===== config.mk =====
export PLATFORM = sky130hd
export DESIGN_NAME = tdma_irq_gen
export DESIGN_NICKNAME = d
export VERILOG_FILES = /design/src/rtl/tdma_irq_pkg.sv /design/src/rtl/tdma_slot_timer.sv /design/src/rtl/tdma_irq_pulse.sv /design/src/rtl/tdma_irq_gen.sv
export SDC_FILE = /design/constraint.sdc
export NUM_CORES = 1
export LEC_CHECK = 0
export ABC_AREA = 1
export BUFFER_PORTS_ARGS = -buffer_cell sky130_fd_sc_hd__buf_2
export CORE_UTILIZATION = 45
export CTS_CLUSTER_DIAMETER = 30
export DETAILED_ROUTE_END_ITERATION = 8
export HOLD_SLACK_MARGIN = 0.03
export PLACE_DENSITY = 0.67
export SYNTH_ARGS = -nofsm -noshare
export SYNTH_HDL_FRONTEND = slang
export SYNTH_SLANG_ARGS = --single-unit
export TNS_END_PERCENT = 5

===== constraint.sdc =====
create_clock -name clk -period 4.5 [get_ports clk]
set_input_delay 0.225 -clock clk [delete_from_list [all_inputs] [get_ports clk]]
set_output_delay 0.225 -clock clk [all_outputs]
set_load 0.01 [all_outputs]

===== src/rtl/tdma_irq_pkg.sv =====
package tdma_irq_pkg;

    // 30 ms at a 9.8304 MHz system clock
    localparam int unsigned SLOT_CYCLES_DEFAULT = 294912;
    localparam int unsigned PULSE_CYCLES        = 3;
    localparam int unsigned IRQ_COUNT           = 3;

    typedef enum logic {
        SLOT_TX = 1'b0,
        SLOT_RX = 1'b1
    } slot_kind_e;

    // bit 0 slot, bit 1 transmit switch, bit 2 receive switch
    typedef struct packed {
        logic rx;
        logic tx;
        logic slot;
    } irq_vec_t;

    // Zero advance: fire on count 0 of an owned slot.
    // Non-zero advance: fire at the lead count inside the slot before an owned one.
    function automatic logic switch_hit(input logic zero_adv,
                                        input logic at_start,
                                        input logic at_lead,
                                        input logic own_slot);
        return zero_adv ? (at_start && own_slot) : (at_lead && !own_slot);
    endfunction

endpackage


===== src/rtl/tdma_slot_timer.sv =====
module tdma_slot_timer
    import tdma_irq_pkg::*;
#(
    parameter int unsigned SLOT_CYCLES = SLOT_CYCLES_DEFAULT,
    parameter int unsigned CNT_W       = $clog2(SLOT_CYCLES),
    parameter int unsigned ADV_W       = CNT_W
) (
    input  logic             clk,
    input  logic             rst,
    input  logic             sync_start,
    input  logic             sync_clear,
    input  logic [ADV_W-1:0] tx_adv_in,
    input  logic [ADV_W-1:0] rx_adv_in,
    output logic             running,
    output slot_kind_e       kind,
    output logic [CNT_W-1:0] cnt,
    output logic [CNT_W-1:0] tx_adv_eff,
    output logic [CNT_W-1:0] rx_adv_eff
);

    localparam logic [CNT_W-1:0] LAST_CNT = CNT_W'(SLOT_CYCLES - 1);

    function automatic logic [CNT_W-1:0] clamp_adv(input logic [ADV_W-1:0] a);
        if (int'(a) >= int'(SLOT_CYCLES)) return LAST_CNT;
        return CNT_W'(a);
    endfunction

    logic wrap;
    assign wrap = running && (cnt == LAST_CNT);

    always_ff @(posedge clk) begin
        if (rst || sync_clear) begin
            running    <= 1'b0;
            cnt        <= '0;
            kind       <= SLOT_TX;
            tx_adv_eff <= '0;
            rx_adv_eff <= '0;
        end else if (sync_start) begin
            running    <= 1'b1;
            cnt        <= '0;
            kind       <= SLOT_TX;
            tx_adv_eff <= clamp_adv(tx_adv_in);
            rx_adv_eff <= clamp_adv(rx_adv_in);
        end else if (wrap) begin
            cnt        <= '0;
            kind       <= (kind == SLOT_TX) ? SLOT_RX : SLOT_TX;
            tx_adv_eff <= clamp_adv(tx_adv_in);
            rx_adv_eff <= clamp_adv(rx_adv_in);
        end else if (running) begin
            cnt <= cnt + 1'b1;
        end
    end

    AST_SYNC_START: assert property (@(posedge clk) disable iff (rst)
        (sync_start && !sync_clear) |=> (running && cnt == '0 && kind == SLOT_TX));
    AST_WRAP_TOGGLE: assert property (@(posedge clk) disable iff (rst)
        (wrap && !sync_start && !sync_clear) |=> (cnt == '0 && kind != $past(kind)));
    AST_ADV_HOLD: assert property (@(posedge clk) disable iff (rst)
        (!sync_start && !sync_clear && !wrap) |=> ($stable(tx_adv_eff) && $stable(rx_adv_eff)));
    AST_ADV_CLAMP: assert property (@(posedge clk) disable iff (rst)
        (int'(tx_adv_eff) < int'(SLOT_CYCLES)) && (int'(rx_adv_eff) < int'(SLOT_CYCLES)));

endmodule


===== src/rtl/tdma_irq_pulse.sv =====
module tdma_irq_pulse
    import tdma_irq_pkg::*;
#(
    parameter int unsigned LEN = PULSE_CYCLES
) (
    input  logic clk,
    input  logic rst,
    input  logic clear,
    input  logic fire,
    output logic irq_n
);

    localparam int unsigned RW = $clog2(LEN + 1);

    logic [RW-1:0] remain;

    always_ff @(posedge clk) begin
        if (rst || clear) begin
            remain <= '0;
        end else if (fire) begin
            remain <= RW'(LEN);
        end else if (remain != '0) begin
            remain <= remain - 1'b1;
        end
    end

    assign irq_n = (remain == '0);

    AST_PULSE_HOLD: assert property (@(posedge clk) disable iff (rst || clear)
        $fell(irq_n) |=> !irq_n);
    AST_CLEAR_HIGH: assert property (@(posedge clk) disable iff (rst)
        clear |=> irq_n);

endmodule


===== src/rtl/tdma_irq_gen.sv =====
module tdma_irq_gen
    import tdma_irq_pkg::*;
#(
    parameter int unsigned SLOT_CYCLES = SLOT_CYCLES_DEFAULT,
    parameter int unsigned CNT_W       = $clog2(SLOT_CYCLES),
    parameter int unsigned ADV_W       = CNT_W
) (
    input  logic             clk,
    input  logic             rst,
    input  logic             sync_start,
    input  logic             sync_clear,
    input  logic [ADV_W-1:0] tx_adv,
    input  logic [ADV_W-1:0] rx_adv,
    output logic             slot_irq_n,
    output logic             tx_irq_n,
    output logic             rx_irq_n
);

    // Modular subtraction gives SLOT_CYCLES - adv even when SLOT_CYCLES == 2**CNT_W
    localparam logic [CNT_W-1:0] SLOT_MOD = CNT_W'(SLOT_CYCLES);

    logic             running;
    slot_kind_e       kind;
    logic [CNT_W-1:0] cnt;
    logic [CNT_W-1:0] tx_eff;
    logic [CNT_W-1:0] rx_eff;

    tdma_slot_timer #(
        .SLOT_CYCLES (SLOT_CYCLES),
        .CNT_W       (CNT_W),
        .ADV_W       (ADV_W)
    ) timer_i (
        .clk        (clk),
        .rst        (rst),
        .sync_start (sync_start),
        .sync_clear (sync_clear),
        .tx_adv_in  (tx_adv),
        .rx_adv_in  (rx_adv),
        .running    (running),
        .kind       (kind),
        .cnt        (cnt),
        .tx_adv_eff (tx_eff),
        .rx_adv_eff (rx_eff)
    );

    logic     at_start;
    irq_vec_t hit;

    assign at_start = (cnt == '0);

    always_comb begin
        hit.slot = running && at_start;
        hit.tx   = running && switch_hit(tx_eff == '0, at_start,
                                         cnt == (SLOT_MOD - tx_eff), kind == SLOT_TX);
        hit.rx   = running && switch_hit(rx_eff == '0, at_start,
                                         cnt == (SLOT_MOD - rx_eff), kind == SLOT_RX);
    end

    logic [IRQ_COUNT-1:0] fire_vec;
    logic [IRQ_COUNT-1:0] irq_n_vec;

    assign fire_vec = hit;

    for (genvar i = 0; i < IRQ_COUNT; i++) begin : g_pulse
        tdma_irq_pulse #(
            .LEN (PULSE_CYCLES)
        ) pulse_i (
            .clk   (clk),
            .rst   (rst),
            .clear (sync_clear),
            .fire  (fire_vec[i]),
            .irq_n (irq_n_vec[i])
        );
    end

    assign slot_irq_n = irq_n_vec[0];
    assign tx_irq_n   = irq_n_vec[1];
    assign rx_irq_n   = irq_n_vec[2];

    AST_SWITCH_EXCL: assert property (@(posedge clk) disable iff (rst)
        !(hit.tx && hit.rx));
    AST_IDLE_QUIET: assert property (@(posedge clk) disable iff (rst)
        !running |-> (fire_vec == '0));

endmodule


==> impl_metrics.json, run 1 <==
{
  "status": "finished, final reports clean",
  "track_usage": 0.230,
  "r2r_end": "g_pulse[2].pulse_i.remain[0]$_SDFFE_PP0P_",
  "clock-sinks": 65,
  "finalSetupViolations": 0,
  "seqCellArea_um2": 1300,
  "hold_end": "timer_i.rx_adv_eff[17]$_SDFFE_PP0P_",
  "path_max_fanout": 5,
  "cts_buffers": 9,
  "ctsResizeCount": 0,
  "wl_per_cell_um": 13.5,
  "p_int_mw": 0.971,
  "clk_pin_slew_worst_paths_ps": 70,
  "arrival_ps": 2450,
  "drv_cap": 0,
  "tritoncts": "yes",
  "multi_input_area_um2": 2520,
  "overflow": 0,
  "root_buffer": "clkbuf_8",
  "timing.hold.ws_ps": 148,
  "routed_wl_um": 10500,
  "synth_cells": 625,
  "num_vias": 4081,
  "synth-seq-cells": 65,
  "power_density_nw_per_um2": 291,
  "start_util": 0.473,
  "grt_max_degree": 30,
  "h-tree-depth": 3,
  "coreArea_um2": 8890,
  "relSlewSlack": 0.560,
  "grt_setup_unrepaired": "no",
  "worstSetupStartpointType": "register",
  "drc_errors": 0,
  "hold_path.startpoint": "rx_adv[17]",
  "max_stage_delay_ps": 300,
  "period_share": 0.484,
  "viasPerCell": 5.25,
  "drt_first_pass_iters": 5,
  "diodes": 0,
  "final_nets": 714,
  "fin_crit_ps": 2180,
  "finClkSkew_ps": 9.73,
  "dp_hpwl_um": 8040,
  "p_clk_frac": 0.370,
  "synth-seq-area-share": 0.309,
  "dieArea_um2": 9740,
  "syn_area_um2": 4210,
  "synth_area_leaders": "dfxtp_1 31%, nand2_1 13%, nor2_1 8.1%, inv_1 6.2%, nand3_1 5.6%",
  "rows": 34,
  "yosysTopAreaCell": "dfxtp_1",
  "ir_drop_uv": 126,
  "synth_top_area_share": 0.309,
  "p_leak_nw": 2.05,
  "syn_area_per_cell_um2": 6.73,
  "crit_chain": "inv_1 -> ha_1 -> inv_1 -> nor2_1 -> nand3_1 -> nor2_1 -> nand3_1 -> xnor2_1 -> nand2_1 -> nor2_1 -> nand3_1 -> nand2_1 -> nand2_1 -> a21oi_1",
  "crit_required_ps": 4770,
  "die_h_um": 98.7,
  "first_global_vias": 3902,
  "clk_path_buf_depth": 2,
  "area_delta_synth_final_pct": 11.2,
  "die_w_um": 98.7,
  "switchingPower_mw": 0.391,
  "fillCellCount": 866,
  "tightestPinTransition_ps": 658,
  "antenna_found_initial": 0,
  "post_cts_buffers": 0,
  "syn_nets": 674,
  "comb_power_share": 0.180,
  "hold_class": "input pin to register",
  "layout-drive-gt1-share": 0.148,
  "hold_viol": 0,
  "reg2reg_depth": 14,
  "min_path_cells": 3,
  "postRouteAntennaNets": 0,
  "p_sw_frac": 0.287,
  "ys_warn_count": 0,
  "gp_routability_congestion": 0.877,
  "r2r-start": "timer_i.rx_adv_eff[0]$_SDFFE_PP0P_",
  "drt_iter0_drc": 252,
  "slowest_stage": "dfxtp_1",
  "io_pins": 45,
  "clock_latency_ps": 340,
  "grt_pass1_wl_um": 17900,
  "drv_slew": 0,
  "max_freq_ghz": 0.459,
  "end_kind": "register",
  "totalNegativeSetupSlack_ps": 0,
  "power_frac_seq": 0.450,
  "crit_type": "register to register",
  "io_buffers": 44,
  "reg2reg_slack_ps": 2320,
  "ys_types": 44,
  "hold_buffers": 0
}
## placed cells by master (no fill, tap or decap), types with 5 or more instances in the layout
cell type | netlist | final
nand2_1 | 143 | 143
nor2_1 | 91 | 90
inv_1 | 69 | 69
dfxtp_1 | 65 | 65
nand3_1 | 47 | 47
buf_2 | 6 | 44
xor2_1 | 24 | 24
a21oi_1 | 22 | 22
nor3_1 | 17 | 17
xnor2_1 | 15 | 15
o21ai_1 | 14 | 14
o21ai_0 | 13 | 13
clkbuf_8 | 0 | 11
a211oi_1 | 9 | 9
a21oi_2 | 9 | 9
nand3b_1 | 8 | 8
o221a_1 | 8 | 8
ha_1 | 7 | 7
inv_2 | 5 | 5
nand4_1 | 5 | 5
o221a_2 | 5 | 5
## layout make-up
class / instances / area share
repair buffers: 46 / 0.0503
multi-input cells: 466 / 0.539
clock inverters: 3 / 0.00856
well taps: 108 / 0.0289
inverters: 77 / 0.0623
flip-flops and latches: 65 / 0.278
clock buffers: 12 / 0.0332
## critical path: cells and delay by family, from the launching register on
family | cells | cell delay (ps)
flops | 1 | 300
buf+inv | 2 | 210
fa+ha+maj | 1 | 220
compound gates | 1 | 120
simple gates | 9 | 1100
xor+xnor | 1 | 160
## cell families after synthesis
kind of cell	share of synthesized area
xor+xnor	0.0865
flops	0.309
mux	0.00535
fa+ha+maj	0.0208
compound gates	0.142
simple gates	0.344
buf+inv	0.0925
## cell usage after synthesis, drive strengths merged
master  instances
mux2            2
nor2           96
a31oi           1
or2             4
inv            75
ha              7
nor4            2
o221a          13
xnor2          15
nand4           5
o211ai          1
o22ai           2
a21oi          31
a211oi          9
clkbuf          7
and3b           1
a21boi          1
o21ai          29
clkinv          2
dfxtp          65
nor3           19
nand3b          8
buf            10
xnor3           1
o21a            1
nand2         145
nor3b           1
xor2           24
nand3          48
## power groups by stage
stage / Clock [mW] / Sequential (mW) / Combinational [mW]
after CTS: 0.514 / 0.612 / 0.245
after floorplan: 0 / 0.619 / 0.188
after detailed placement: 0 / 0.625 / 0.244
final: 0.504 / 0.612 / 0.246
after global placement: 0 / 0.625 / 0.238
after global routing: 0.546 / 0.615 / 0.280
## layer usage
| layer | up-vias | global-route usage | routed length (µm) |
|---|---|---|---|
| li1 | 2114 | - | - |
| met1 | 1877 | 0.298 | 4980 |
| met2 | 69 | 0.386 | 4910 |
| met3 | 21 | 0.0255 | 326 |
| met4 | 0 | 0.108 | 276 |
| met5 | - | 0 | 0 |
## how the worst max path moves through the flow
stage	cells after the start	slack (ps)	start	endpoint
6_report	14	2320	timer_i.rx_adv_eff[0]$_SDFFE_PP0P_	g_pulse[2].pulse_i.remain[0]$_SDFFE_PP0P_
5_1_grt	14	2050	timer_i.rx_adv_eff[0]$_SDFFE_PP0P_	g_pulse[2].pulse_i.remain[1]$_SDFFE_PP0P_
4_1_cts	14	2330	timer_i.rx_adv_eff[0]$_SDFFE_PP0P_	g_pulse[2].pulse_i.remain[0]$_SDFFE_PP0P_
3_5_place_dp	8	2280	sync_clear	timer_i.cnt[6]$_SDFFE_PP0P_
3_3_place_gp	6	2400	timer_i.cnt[12]$_SDFFE_PP0P_	timer_i.tx_adv_eff[4]$_SDFFE_PP0P_
2_1_floorplan	14	2740	timer_i.tx_adv_eff[0]$_SDFFE_PP0P_	g_pulse[1].pulse_i.remain[0]$_SDFFE_PP0P_
## through the flow
| step | power [mW] | std cells | setup WS [ps] | instance area [µm²] | utilization |
|---|---|---|---|---|---|
| 4_1_cts | 1.37 | 777 | 2330 | 4680 | 0.526 |
| 5_1_grt | 1.44 | 777 | 2050 | 4680 | 0.526 |
| 6_report | 1.36 | 777 | 2320 | 4680 | 0.526 |
| 2_1_floorplan | 0.807 | 625 | 2740 | 4210 | - |
| 3_3_place_gp | 0.863 | 762 | 2400 | 4480 | 0.504 |
| 3_5_place_dp | 0.869 | 762 | 2280 | 4480 | 0.504 |
## registers in the layout, indices dropped and copies added (netlist names)
signal,cells
timer_i.tx_adv_eff,19
timer_i.rx_adv_eff,19
timer_i.kind,1
timer_i.cnt,19
g_pulse.pulse_i.remain,6
timer_i.running,1
Note: power is estimated with default switching activity, not from simulation.
==> run 2: changes to the inputs <==
PLACE_DENSITY = 0.69   (was 0.67)
clock period = 1.9 ns   (was 4.5 ns; I/O delays follow)
==> run 2 against run 1 <==
Global-route usage rose by 2.0 points. Die area did not move. Via count rose by 8.3%. Setup slack got worse by 2300 ps. Largest cell class unchanged. Flip-flop and latch count did not move. Largest power group unchanged. Critical endpoint unchanged. Clock skew fell by 3.1 ps. Register-to-register slack got worse by 2300 ps. Clock power rose by 130%. Wire length rose by 11%.
==> impl_metrics.json, run 2 (synthesized netlist as in run 1, its figures left out) <==
{
  "status": "finished, final reports clean",
  "gp_routability_congestion": 0.888,
  "num_vias": 4418,
  "die_w_um": 98.7,
  "clk_path_buf_depth": 2,
  "final_area_um2": 5460,
  "p_leak_nw": 2.41,
  "postRouteAntennaNets": 0,
  "wl_per_cell_um": 13.8,
  "crit_required_ps": 2190,
  "coreArea_um2": 8890,
  "grt_pass1_wl_um": 19300,
  "tightestPinTransition_ps": 652,
  "clk_pin_slew_worst_paths_ps": 70,
  "power_frac_seq": 0.431,
  "comb_power_share": 0.219,
  "switchingPower_mw": 1.00,
  "antenna_found_initial": 0,
  "p_clk_frac": 0.350,
  "hold_viol": 0,
  "path_max_fanout": 4,
  "cts_buffers": 9,
  "totalNegativeSetupSlack_ps": 0,
  "root_buffer": "clkbuf_8",
  "overflow": 0,
  "hold_class": "input pin to register",
  "area_delta_synth_final_pct": 29.8,
  "layout_commonest_cell": "nand2_1",
  "io_buffers": 44,
  "max_freq_ghz": 0.534,
  "final_nets": 784,
  "tritoncts": "yes",
  "biggestRegsByFlops": "timer_i.cnt: 19 flops, timer_i.rx_adv_eff: 19 flops, timer_i.tx_adv_eff: 19 flops",
  "dieArea_um2": 9740,
  "grt_setup_unrepaired": "yes",
  "rows": 34,
  "period_share": 0.986,
  "drc_errors": 0,
  "grt_max_degree": 29,
  "p_int_mw": 2.38,
  "drv_cap": 0,
  "most-common-layout-cells": "140 x nand2_1, 79 x nor2_1, 64 x inv_1, 64 x dfxtp_1, 44 x buf_2",
  "drv_slew": 0,
  "drt_iter0_drc": 254,
  "end_kind": "register",
  "viasPerCell": 5.21,
  "clock_latency_ps": 350,
  "dp_hpwl_um": 8450,
  "h-tree-depth": 3,
  "diodes": 0,
  "first_global_vias": 4248,
  "die_h_um": 98.7,
  "finalSetupViolations": 0,
  "io_pins": 45,
  "power_density_nw_per_um2": 618,
  "drt_first_pass_iters": 4,
  "fin_crit_ps": 1870,
  "finClkSkew_ps": 6.67,
  "arrival_ps": 2160,
  "start_util": 0.473,
  "dpl_cell_area_um2": 4750,
  "clock-sinks": 65,
  "layout-drive-gt1-share": 0.224,
  "worstSetupStartpointType": "register",
  "routed_wl_um": 11700,
  "ir_drop_uv": 381,
  "relSlewSlack": 0.565,
  "track_usage": 0.250,
  "crit_type": "register to register",
  "p_sw_frac": 0.296
}
run 2: critical path, cell delays in order (launching register included):
cell and delay [ps]:
dfxtp_1 370, nor2_4 190, nand2_1 130, o21ai_0 270, nand2_1 90, nand2_1 60
nand2_1 50, nor2_2 110, nand2_1 50, nor2_1 110, nand3_1 80, nand2_1 90
nand2_2 70, a21oi_2 140
run 2: stage by stage:
step	hold WS (ps)	total power, mW	worst slack (ps)	cells	utilization
after floorplan	239	1.91	142	625	-
after CTS	31.3	3.31	-3.55	844	0.594
after global routing	54.2	3.54	-119	848	0.614
after global placement	357	2.07	44.3	796	0.534
final	35.9	3.38	26.6	848	0.614
after detailed placement	363	2.09	-5.28	796	0.534
run 2: power by group through the flow:
stage / logic (mW) / registers, mW / clock network [mW]
2_1_floorplan: 0.445 / 1.47 / 0
3_5_place_dp: 0.611 / 1.48 / 0
5_1_grt: 0.829 / 1.46 / 1.26
6_report: 0.739 / 1.45 / 1.18
3_3_place_gp: 0.596 / 1.48 / 0
4_1_cts: 0.676 / 1.45 / 1.19
run 2: what timing repair did:
| action | 4_1_cts | 5_1_grt |
|---|---|---|
| hold buffers | 32 | 1 |
| pin swaps | 1 | 15 |
| setup buffers | 0 | 3 |
| gates resized for setup | 8 | 40 |
| hold endpoints to repair | 32 | 1 |
| setup endpoints to repair | 4 | 39 |
| cloned | 0 | 0 |
run 2: path summary, 6_finish.rpt:
| check | start | to | slack [ps] | cells past startpoint |
|---|---|---|---|---|
| worst min register to register | timer_i.tx_adv_eff[1]$_SDFFE_PP0P_ | timer_i.tx_adv_eff[1]$_SDFFE_PP0P_ | 490 | 2 |
| worst max register to register | timer_i.rx_adv_eff[3]$_SDFFE_PP0P_ | g_pulse[2].pulse_i.remain[0]$_SDFFE_PP0P_ | 30 | 13 |
| worst min-delay path | rx_adv[0] | timer_i.rx_adv_eff[0]$_SDFFE_PP0P_ | 40 | 3 |
| worst max-delay path | timer_i.rx_adv_eff[3]$_SDFFE_PP0P_ | g_pulse[2].pulse_i.remain[0]$_SDFFE_PP0P_ | 30 | 13 |
run 2: area by class of cell:
cell class                      count  area (µm²)
Fill cell                         842        3430
Multi-Input combinational cell    466        2680
Sequential cell                    65        1300
Timing Repair Buffer              116         860
Inverter                           77         294
Clock buffer                       13         149
Tap cell                          108         135
Clock inverter                      3        40.0
run 2: layer usage:
metal | wire length [µm] | GRT usage
met5 | 0 | 0
met4 | 274 | 0.130
met3 | 632 | 0.0362
met2 | 5610 | 0.424
met1 | 5160 | 0.309
